[src/rtl/acc_dp_pkg.sv]
package acc_dp_pkg;

    // Operand register modes; encoding is part of the port contract.
    typedef enum logic [1:0] {
        OPR_HOLD  = 2'b00,
        OPR_INV   = 2'b01,
        OPR_ONES  = 2'b10,
        OPR_LOAD  = 2'b11
    } opr_mode_e;

    localparam int unsigned GROUP_W = 4;

endpackage

[src/rtl/acc_nibble_add.sv]
module acc_nibble_add #(
    parameter int unsigned GW = 4
) (
    input  logic [GW-1:0] a,
    input  logic [GW-1:0] b,
    input  logic          ci,
    output logic [GW-1:0] s,
    output logic          co
);
    logic [GW:0] c;

    assign c[0] = ci;

    // Explicit ripple of full adders, one per bit.
    for (genvar i = 0; i < GW; i++) begin : g_fa
        assign s[i]   = a[i] ^ b[i] ^ c[i];
        assign c[i+1] = (a[i] & b[i]) | (c[i] & (a[i] ^ b[i]));
    end

    assign co = c[GW];
endmodule

[src/rtl/acc_operand_reg.sv]
module acc_operand_reg
    import acc_dp_pkg::*;
#(
    parameter int unsigned W = 8
) (
    input  logic         clk,
    input  logic         rst_n,
    input  opr_mode_e    mode,
    input  logic [W-1:0] din,
    output logic [W-1:0] q
);
    logic [W-1:0] q_nxt;

    always_comb begin
        unique case (mode)
            OPR_HOLD: q_nxt = q;
            OPR_INV:  q_nxt = ~q;
            OPR_ONES: q_nxt = '1;
            OPR_LOAD: q_nxt = din;
            default:  q_nxt = q;
        endcase
    end

    always_ff @(posedge clk or negedge rst_n) begin
        if (!rst_n) q <= '0;
        else        q <= q_nxt;
    end
endmodule

[src/rtl/acc_register.sv]
module acc_register #(
    parameter int unsigned W           = 8,
    parameter bit          ALWAYS_LOAD = 1'b0
) (
    input  logic         clk,
    input  logic         rst_n,
    input  logic         hold,
    input  logic [W-1:0] d,
    output logic [W-1:0] q
);
    logic take;

    if (ALWAYS_LOAD) begin : g_every
        logic hold_unused;
        assign hold_unused = hold;
        assign take        = 1'b1;
    end else begin : g_gated
        assign take = ~hold;
    end

    always_ff @(posedge clk or negedge rst_n) begin
        if (!rst_n)    q <= '0;
        else if (take) q <= d;
    end
endmodule

[src/rtl/acc_datapath.sv]
module acc_datapath
    import acc_dp_pkg::*;
#(
    parameter int unsigned W           = 8,
    parameter bit          ALWAYS_LOAD = 1'b0
) (
    input  logic         clk,
    input  logic         rst_n,
    input  logic         a_zero,
    input  logic         b_pass,
    input  logic         cin,
    input  logic [1:0]   b_mode,
    input  logic         acc_hold,
    input  logic [W-1:0] mem_data,
    output logic [W-1:0] acc_q,
    output logic         acc_neg
);
    localparam int unsigned NGRP = W / GROUP_W;

    logic [W-1:0]  breg_q;
    logic [W-1:0]  add_a;
    logic [W-1:0]  add_b;
    logic [W-1:0]  sum;
    logic [NGRP:0] carry;
    logic          carry_out_unused;

    acc_operand_reg #(.W(W)) u_opr (
        .clk   (clk),
        .rst_n (rst_n),
        .mode  (opr_mode_e'(b_mode)),
        .din   (mem_data),
        .q     (breg_q)
    );

    // Input steering: the only way operations are formed.
    assign add_a = a_zero ? '0 : acc_q;
    assign add_b = b_pass ? breg_q : '0;

    assign carry[0] = cin;
    for (genvar g = 0; g < NGRP; g++) begin : g_grp
        acc_nibble_add #(.GW(GROUP_W)) u_add (
            .a  (add_a[g*GROUP_W +: GROUP_W]),
            .b  (add_b[g*GROUP_W +: GROUP_W]),
            .ci (carry[g]),
            .s  (sum[g*GROUP_W +: GROUP_W]),
            .co (carry[g+1])
        );
    end
    assign carry_out_unused = carry[NGRP];

    acc_register #(.W(W), .ALWAYS_LOAD(ALWAYS_LOAD)) u_acc (
        .clk   (clk),
        .rst_n (rst_n),
        .hold  (acc_hold),
        .d     (sum),
        .q     (acc_q)
    );

    assign acc_neg = acc_q[W-1];
endmodule

[config.mk]
export PLATFORM = sky130hd
export DESIGN_NAME = acc_datapath
export DESIGN_NICKNAME = d
export VERILOG_FILES = /design/src/rtl/acc_dp_pkg.sv /design/src/rtl/acc_nibble_add.sv /design/src/rtl/acc_operand_reg.sv /design/src/rtl/acc_register.sv /design/src/rtl/acc_datapath.sv
export SDC_FILE = /design/constraint.sdc
export NUM_CORES = 1
export LEC_CHECK = 0
export CELL_PAD_IN_SITES_DETAIL_PLACEMENT = 1
export CELL_PAD_IN_SITES_GLOBAL_PLACEMENT = 2
export CORE_MARGIN = 2
export CORE_UTILIZATION = 40
export DETAILED_ROUTE_END_ITERATION = 10
export DONT_BUFFER_PORTS = 1
export PLACE_DENSITY_LB_ADDON = 0.1
export SYNTH_ARGS = -nofsm -noshare
export SYNTH_HDL_FRONTEND = slang
export SYNTH_SLANG_ARGS = --single-unit
[constraint.sdc]
create_clock -name clk -period 9.9 [get_ports clk]
set_clock_uncertainty 0.1 [all_clocks]
set_input_delay 1.98 -clock clk [delete_from_list [all_inputs] [get_ports clk]]
set_output_delay 1.98 -clock clk [all_outputs]
set_load 0.02 [all_outputs]
==> results of run 1 <==
-- worst min-delay path: stages (launching register included) --
cell	delay, ns
dfrtp_1	0.37
xor2_1	0.07
o22a_1	0.16
-- power by group through the flow --
stage	registers, mW	clock network (mW)	logic [mW]
finish	0.120	0.0356	0.0569
global route	0.125	0.0389	0.0670
CTS	0.121	0.0368	0.0593
detailed placement	0.122	0	0.0589
global placement	0.121	0	0.0535
floorplan	0.115	0	0.0548
-- registers in the layout, summed over array words and instances (netlist names) --
name,count
u_opr.q,8
u_acc.q,8
-- kinds of logic (layout without fill, tap and decap cells) --
family                     after synthesis  after routing  synth area share (%)
buffers and inverters                   10              9                  6.65
adders and majority gates                7              7                  14.6
and+or+nand+nor                         21             21                  13.4
AOI/OAI and AO/OA                       12             12                  10.4
DFF                                     16             16                  41.7
muxes                                    5              5                  5.87
xor gates and xnor gates                 8              8                  7.30
-- final timing paths --
check | slack [ns] | end | startpoint | cells after the start
min | 0.53 | u_opr.q[5]$_DFFE_PN0P_ | u_opr.q[5]$_DFFE_PN0P_ | 2
max | 5.05 | u_acc.q[7]$_DFFE_PN0N_ | a_zero | 14
max reg2reg | 6.23 | u_acc.q[7]$_DFFE_PN0N_ | u_acc.q[0]$_DFFE_PN0N_ | 14
max in group asynchronous | 8.36 | u_opr.q[5]$_DFFE_PN0P_ | rst_n | 0
min reg2reg | 0.53 | u_opr.q[5]$_DFFE_PN0P_ | u_opr.q[5]$_DFFE_PN0P_ | 2
min in group asynchronous | 1.27 | u_acc.q[1]$_DFFE_PN0N_ | rst_n | 0
-- cell type report --
| type | instances | area [µm²] |
|---|---|---|
| flip-flops and latches | 16 | 400 |
| well taps | 28 | 35.0 |
| inverters | 6 | 36.3 |
| fillers | 239 | 1240 |
| clock buffers | 3 | 22.5 |
| multi-input cells | 53 | 495 |
-- placed cells by master (no fill, tap or decap), types with 2 or more instances in the layout --
master     n
dfrtp_1   16
xor2_1     8
o22a_1     8
fa_1       7
nor2b_1    5
and2_2     5
inv_1      5
nand2_1    4
mux2_1     3
clkbuf_4   3
nand2b_1   2
mux2_2     2
-- metrics by stage --
step	total power [mW]	worst slack [ns]	utilization (%)	instance area [µm²]	hold WS (ns)
final	0.213	5.05	44.3	990	0.530
after global routing	0.231	4.82	44.3	990	0.565
after CTS	0.217	5.01	44.3	990	0.536
after detailed placement	0.181	4.70	43.3	967	0.519
after global placement	0.174	4.76	43.3	967	0.508
after floorplan	0.170	4.89	-	960	0.492
-- metal layers --
layer  global-route usage [%]  vias to the layer above  share of wire (%)
li1                         -                      257                  -
met1                     21.6                      287                 46
met2                     23.3                       19                 45
met3                     5.08                        2                7.9
met4                     7.69                        0               0.92
met5                        0                        -                  0
==> out/qor.yml, run 1 <==
synth_edf_count: 0
final.period_utilization_pct: 49.0
period_needed_ns: 4.85
synthDominantCellAreaShare_pct: 41.7
clock-root-buffer: "clkbuf_4"
power_switching_share_pct: 37.9
worst-endpoint-arrival_ns: 4.98
syn_inst: 79
cts_num_sinks: 16
power.share.combinational_pct: 26.8
grt_use_total_pct: 16.1
asyncSetResetFlopFracSynth_pct: 100
dieHeight_um: 53.0
post-synth-top-area-cell: "dfrtp_1"
worstSetupPathType: "in2reg"
cts_tree: "built"
cp_endpoint_kind: "register"
timing.fmax_ghz: 0.206
clock_tree.htree_level_count: 1
finalHoldViolCount: 0
cts_inserted_buffers: 3
yosys_register_bits: 16
setup_violations: 0
ant_nets: 0
antenna_found_initial: 0
setup_fix_buffers_added_after_clock_tree_synthesis: 0
synth.avg_cell_area_um2: 12.1
drt_pass1_iterations: 2
clock_latency_ns: 0.28
vdd_ir_drop_max_v: 0.0000870
synth_common_cells: "dfrtp_1, o22a_1, xor2_1"
power.sequential.fraction_pct: 56.5
placed_cells_incl_taps: 103
fin_nets: 103
initial_cell_density_of_the_core_pct: 43.0
final-instance-count-excl-fill: 106
global_route_wire_length_before_repair_um: 3180
design.core.area_um2: 2230
tightest_slew_ns: 0.434
cpPeakStageDelay_ns: 0.39
clockBufferDepth: 2
synth.cell_area_um2: 960
outcome: "finished clean"
synth.area.top_cells: "dfrtp_1, fa_1, o22a_1"
detailedPlacementHpwl_um: 1370
netlist-cell-type-count: 23
final_layout_size_suffix_gt1_share_pct: 16.7
rows: 17
drcViolationCount: 0
rsz0062_at_grt: "false"
min_path_type: "reg2reg"
cp_data_required_time_ns: 10.03
worst_path_most_repeated_cell: "fa_1"
worst_path_dominant_cell_family: "adder cells"
path_cells: "nand2b_1 > fa_1 > inv_1 > fa_1 > fa_1 > fa_1 > fa_1 > inv_1 > fa_1 > inv_1 > fa_1 > a21boi_2 > nor4_1 > nand3b_1"
drv_slew: 0
top_level_ports: 25
yosysSeqAreaShare_pct: 41.7
floorplan.die_area_um2: 2810
routed-via-count: 565
timing.critical_path.slowest_stage_cell: "fa_1"
cts.reportedPaths.clkPinSlew_ns: 0.10
p_leak_nw: 0.425
p_int_mw: 0.132
die_x_um: 53.0
power-per-cell-area_nw_per_um2: 215
postCtsResizedCells: 0
grt_overflow: 0
portBuffers: 0
count_of_maximum_capacitance_violations: 0
cts_hold_repair.buffers: 0
p_switching_mw: 0.0806
syn_to_final_growth_pct: 3.13
critical_path_buf_inv_count: 3
max_slew_margin_pct: 71.0
worstSetupStartpointType: "input port"
drt-vias-per-instance: 5.33
synth_warnings: 0
ys_dominant_reg_cell: "dfrtp_1"
timing.critical_path.fanout_max: 9
drt-total-wl_um: 1750
final_weighted_congestion_in_routability_driven_placement: 0.670
tns_ns: 0
grt_pass1_vias: 685
drt_iter0_drc: 4
largest_net_degree_at_the_start_of_global_routing: 17
post-synth-top-count-cell: "dfrtp_1"
insertedDiodeCount: 0
share_clk_of_total_power_pct: 16.7
synth.net_count: 102
wl_per_cell_um: 16.5
Power figures use the tool's default switching activity.
==> inputs of run 2 (changes only) <==
--- a/config.mk
+++ b/config.mk
@@ -8,7 +8,7 @@
 export CELL_PAD_IN_SITES_DETAIL_PLACEMENT = 1
 export CELL_PAD_IN_SITES_GLOBAL_PLACEMENT = 2
 export CORE_MARGIN = 2
-export CORE_UTILIZATION = 40
+export CORE_UTILIZATION = 35
 export DETAILED_ROUTE_END_ITERATION = 10
 export DONT_BUFFER_PORTS = 1
 export PLACE_DENSITY_LB_ADDON = 0.1
==> constraint.sdc (replaced) <==
create_clock -name clk -period 4.1 [get_ports clk]
set_clock_uncertainty 0.1 [all_clocks]
set_input_delay 0.82 -clock clk [delete_from_list [all_inputs] [get_ports clk]]
set_output_delay 0.82 -clock clk [all_outputs]
set_load 0.02 [all_outputs]
==> run 2 against run 1 <==
Against the previous run:
- critical path depth is the same
- worst hold slack lost 0.41 ns
- sequential share of layout area shrank 0.10 points
- global-route usage shrank 3.5 points
- cell area grew 0.25%
- die area grew 13%
- clock-buffer cell count is the same
- worst setup slack lost 4.6 ns
- final cell count grew 1.9%
- non-clock buffer count is the same
- clock power grew 130%
- sequential power grew 140%
==> out/qor.yml, run 2 (synthesis gave the netlist of run 1 again) <==
outcome: "finished clean"
routed-via-count: 562
antenna_found_initial: 0
final.period_utilization_pct: 90.2
gr-usage-met1_pct: 15.2
rr_endpoint: "u_acc.q[7]$_DFFE_PN0N_"
design.core.area_um2: 2540
worstSetupStartpointType: "input port"
drt-vias-per-instance: 5.20
dieHeight_um: 56.4
final.fill_count: 300
share_clk_of_total_power_pct: 16.2
clock_latency_ns: 0.28
drcViolationCount: 0
floorplan.die_area_um2: 3180
drt_pass1_iterations: 2
setup_fix_buffers_added_after_clock_tree_synthesis: 0
grt_use_total_pct: 12.6
syn_to_final_growth_pct: 3.39
mostFrequentLayoutCell: "dfrtp_1"
cts_num_sinks: 16
timing.reg2reg.setup_slack_ns: 0.43
clock_tree.htree_level_count: 1
largest_net_degree_at_the_start_of_global_routing: 17
final_weighted_congestion_in_routability_driven_placement: 0.659
setup_violations: 0
portBuffers: 0
postCtsResizedCells: 0
min_path_type: "in2async"
cts_inserted_buffers: 3
timing.critical_path.slowest_stage_cell: "fa_1"
wl_per_cell_um: 15.9
met3_track_demand_over_resource_in_global_routing_pct: 7.14
cpPeakStageDelay_ns: 0.40
timing.reg2reg.worst_path_depth: 14
clock-root-buffer: "clkbuf_4"
drt_iter0_drc: 1
ant_nets: 0
placed_cells_incl_taps: 105
tightest_slew_ns: 0.420
timing.fmax_ghz: 0.270
power-per-cell-area_nw_per_um2: 506
cp_data_required_time_ns: 4.22
rows: 18
reg.largest.list: "u_acc.q (8), u_opr.q (8)"
final-instance-count-excl-fill: 108
grt_overflow: 0
initial_cell_density_of_the_core_pct: 37.7
detailedPlacementHpwl_um: 1300
clockBufferDepth: 2
power.share.combinational_pct: 26.0
final_layout_size_suffix_gt1_share_pct: 16.7
commonest_cells_after_routing_fill_and_taps_aside: "dfrtp_1, xor2_1, o22a_1, fa_1"
cts_tree: "built"
path_cells: "nand2b_1 > fa_1 > inv_1 > fa_1 > fa_1 > fa_1 > fa_1 > inv_1 > fa_1 > inv_1 > fa_1 > a21boi_2 > nor4_1 > nand3b_1"
power.sequential.fraction_pct: 57.8
cts.reportedPaths.clkPinSlew_ns: 0.09
power_switching_share_pct: 36.9
worstSetupEndpoint: "u_acc.q[7]$_DFFE_PN0N_"
p_switching_mw: 0.185
timing.critical_path.fanout_max: 9
fin_nets: 103
drt-total-wl_um: 1720
insertedDiodeCount: 0
p_leak_nw: 0.425
worst_path_most_repeated_cell: "fa_1"
cts_hold_repair.buffers: 0
max_slew_margin_pct: 72.0
finalHoldViolCount: 0
drv_slew: 0
tns_ns: 0
count_of_maximum_capacitance_violations: 0
grt_pass1_vias: 629
rr_startpoint: "u_acc.q[0]$_DFFE_PN0N_"
global_route_wire_length_before_repair_um: 3020
grt_most_used_layer: "met2"
period_needed_ns: 3.70
worst-endpoint-arrival_ns: 3.82
vdd_ir_drop_max_v: 0.000265
cp_endpoint_kind: "register"
die_x_um: 56.4
rsz0062_at_grt: "false"
top_level_ports: 25
utilization_of_the_core_after_routing_pct: 39.0
crit_path_start: "a_zero"
grtUsageMet2_pct: 19.0
p_int_mw: 0.317
worstSetupPathType: "in2reg"
-- run 2: layout make-up --
cell class | count | area (µm²) | share of cell area (%)
Multi-Input combinational cell | 53 | 495 | 49.9
Sequential cell | 16 | 400 | 40.4
Tap cell | 30 | 37.5 | 3.78
Inverter | 6 | 36.3 | 3.66
Clock buffer | 3 | 22.5 | 2.27
-- run 2: power by group through the flow --
stage	Combinational (mW)	Clock (mW)	Sequential, mW
3_3_place_gp	0.130	0	0.294
2_1_floorplan	0.132	0	0.278
3_5_place_dp	0.134	0	0.295
4_1_cts	0.135	0.0892	0.292
5_1_grt	0.157	0.0961	0.301
6_report	0.131	0.0813	0.291
-- run 2: how the worst min path moves through the flow --
| stage | startpoint | endpoint | cells past startpoint |
|---|---|---|---|
| final | rst_n | u_acc.q[7]$_DFFE_PN0N_ | 0 |
| after CTS | rst_n | u_acc.q[2]$_DFFE_PN0N_ | 0 |
| after global placement | rst_n | u_acc.q[1]$_DFFE_PN0N_ | 0 |
| after floorplan | rst_n | u_acc.q[0]$_DFFE_PN0N_ | 0 |
| after detailed placement | rst_n | u_acc.q[2]$_DFFE_PN0N_ | 0 |
| after global routing | rst_n | u_opr.q[2]$_DFFE_PN0P_ | 0 |
-- run 2: layer usage --
layer,wire length [µm],up-vias
met5,0,-
met4,15,0
met3,162,2
met2,779,21
met1,760,281
li1,-,258
-- run 2: critical path, delay by kind of cell --
kind | cells | cell delay [ns]
fa+ha+maj | 7 | 2.22
simple gates | 3 | 0.44
buf+inv | 3 | 0.17
compound gates | 1 | 0.17
-- run 2: through the flow --
stage               setup slack (ns)  total power [mW]  instance area [µm²]  hold slack [ns]
detailed placement            0.0646             0.430                  970            0.425
CTS                            0.378             0.516                  992           0.0999
floorplan                      0.254             0.411                  960            0.424
finish                         0.401             0.502                  992            0.120
global placement               0.118             0.424                  970            0.425
global route                   0.155             0.554                  992           0.0859
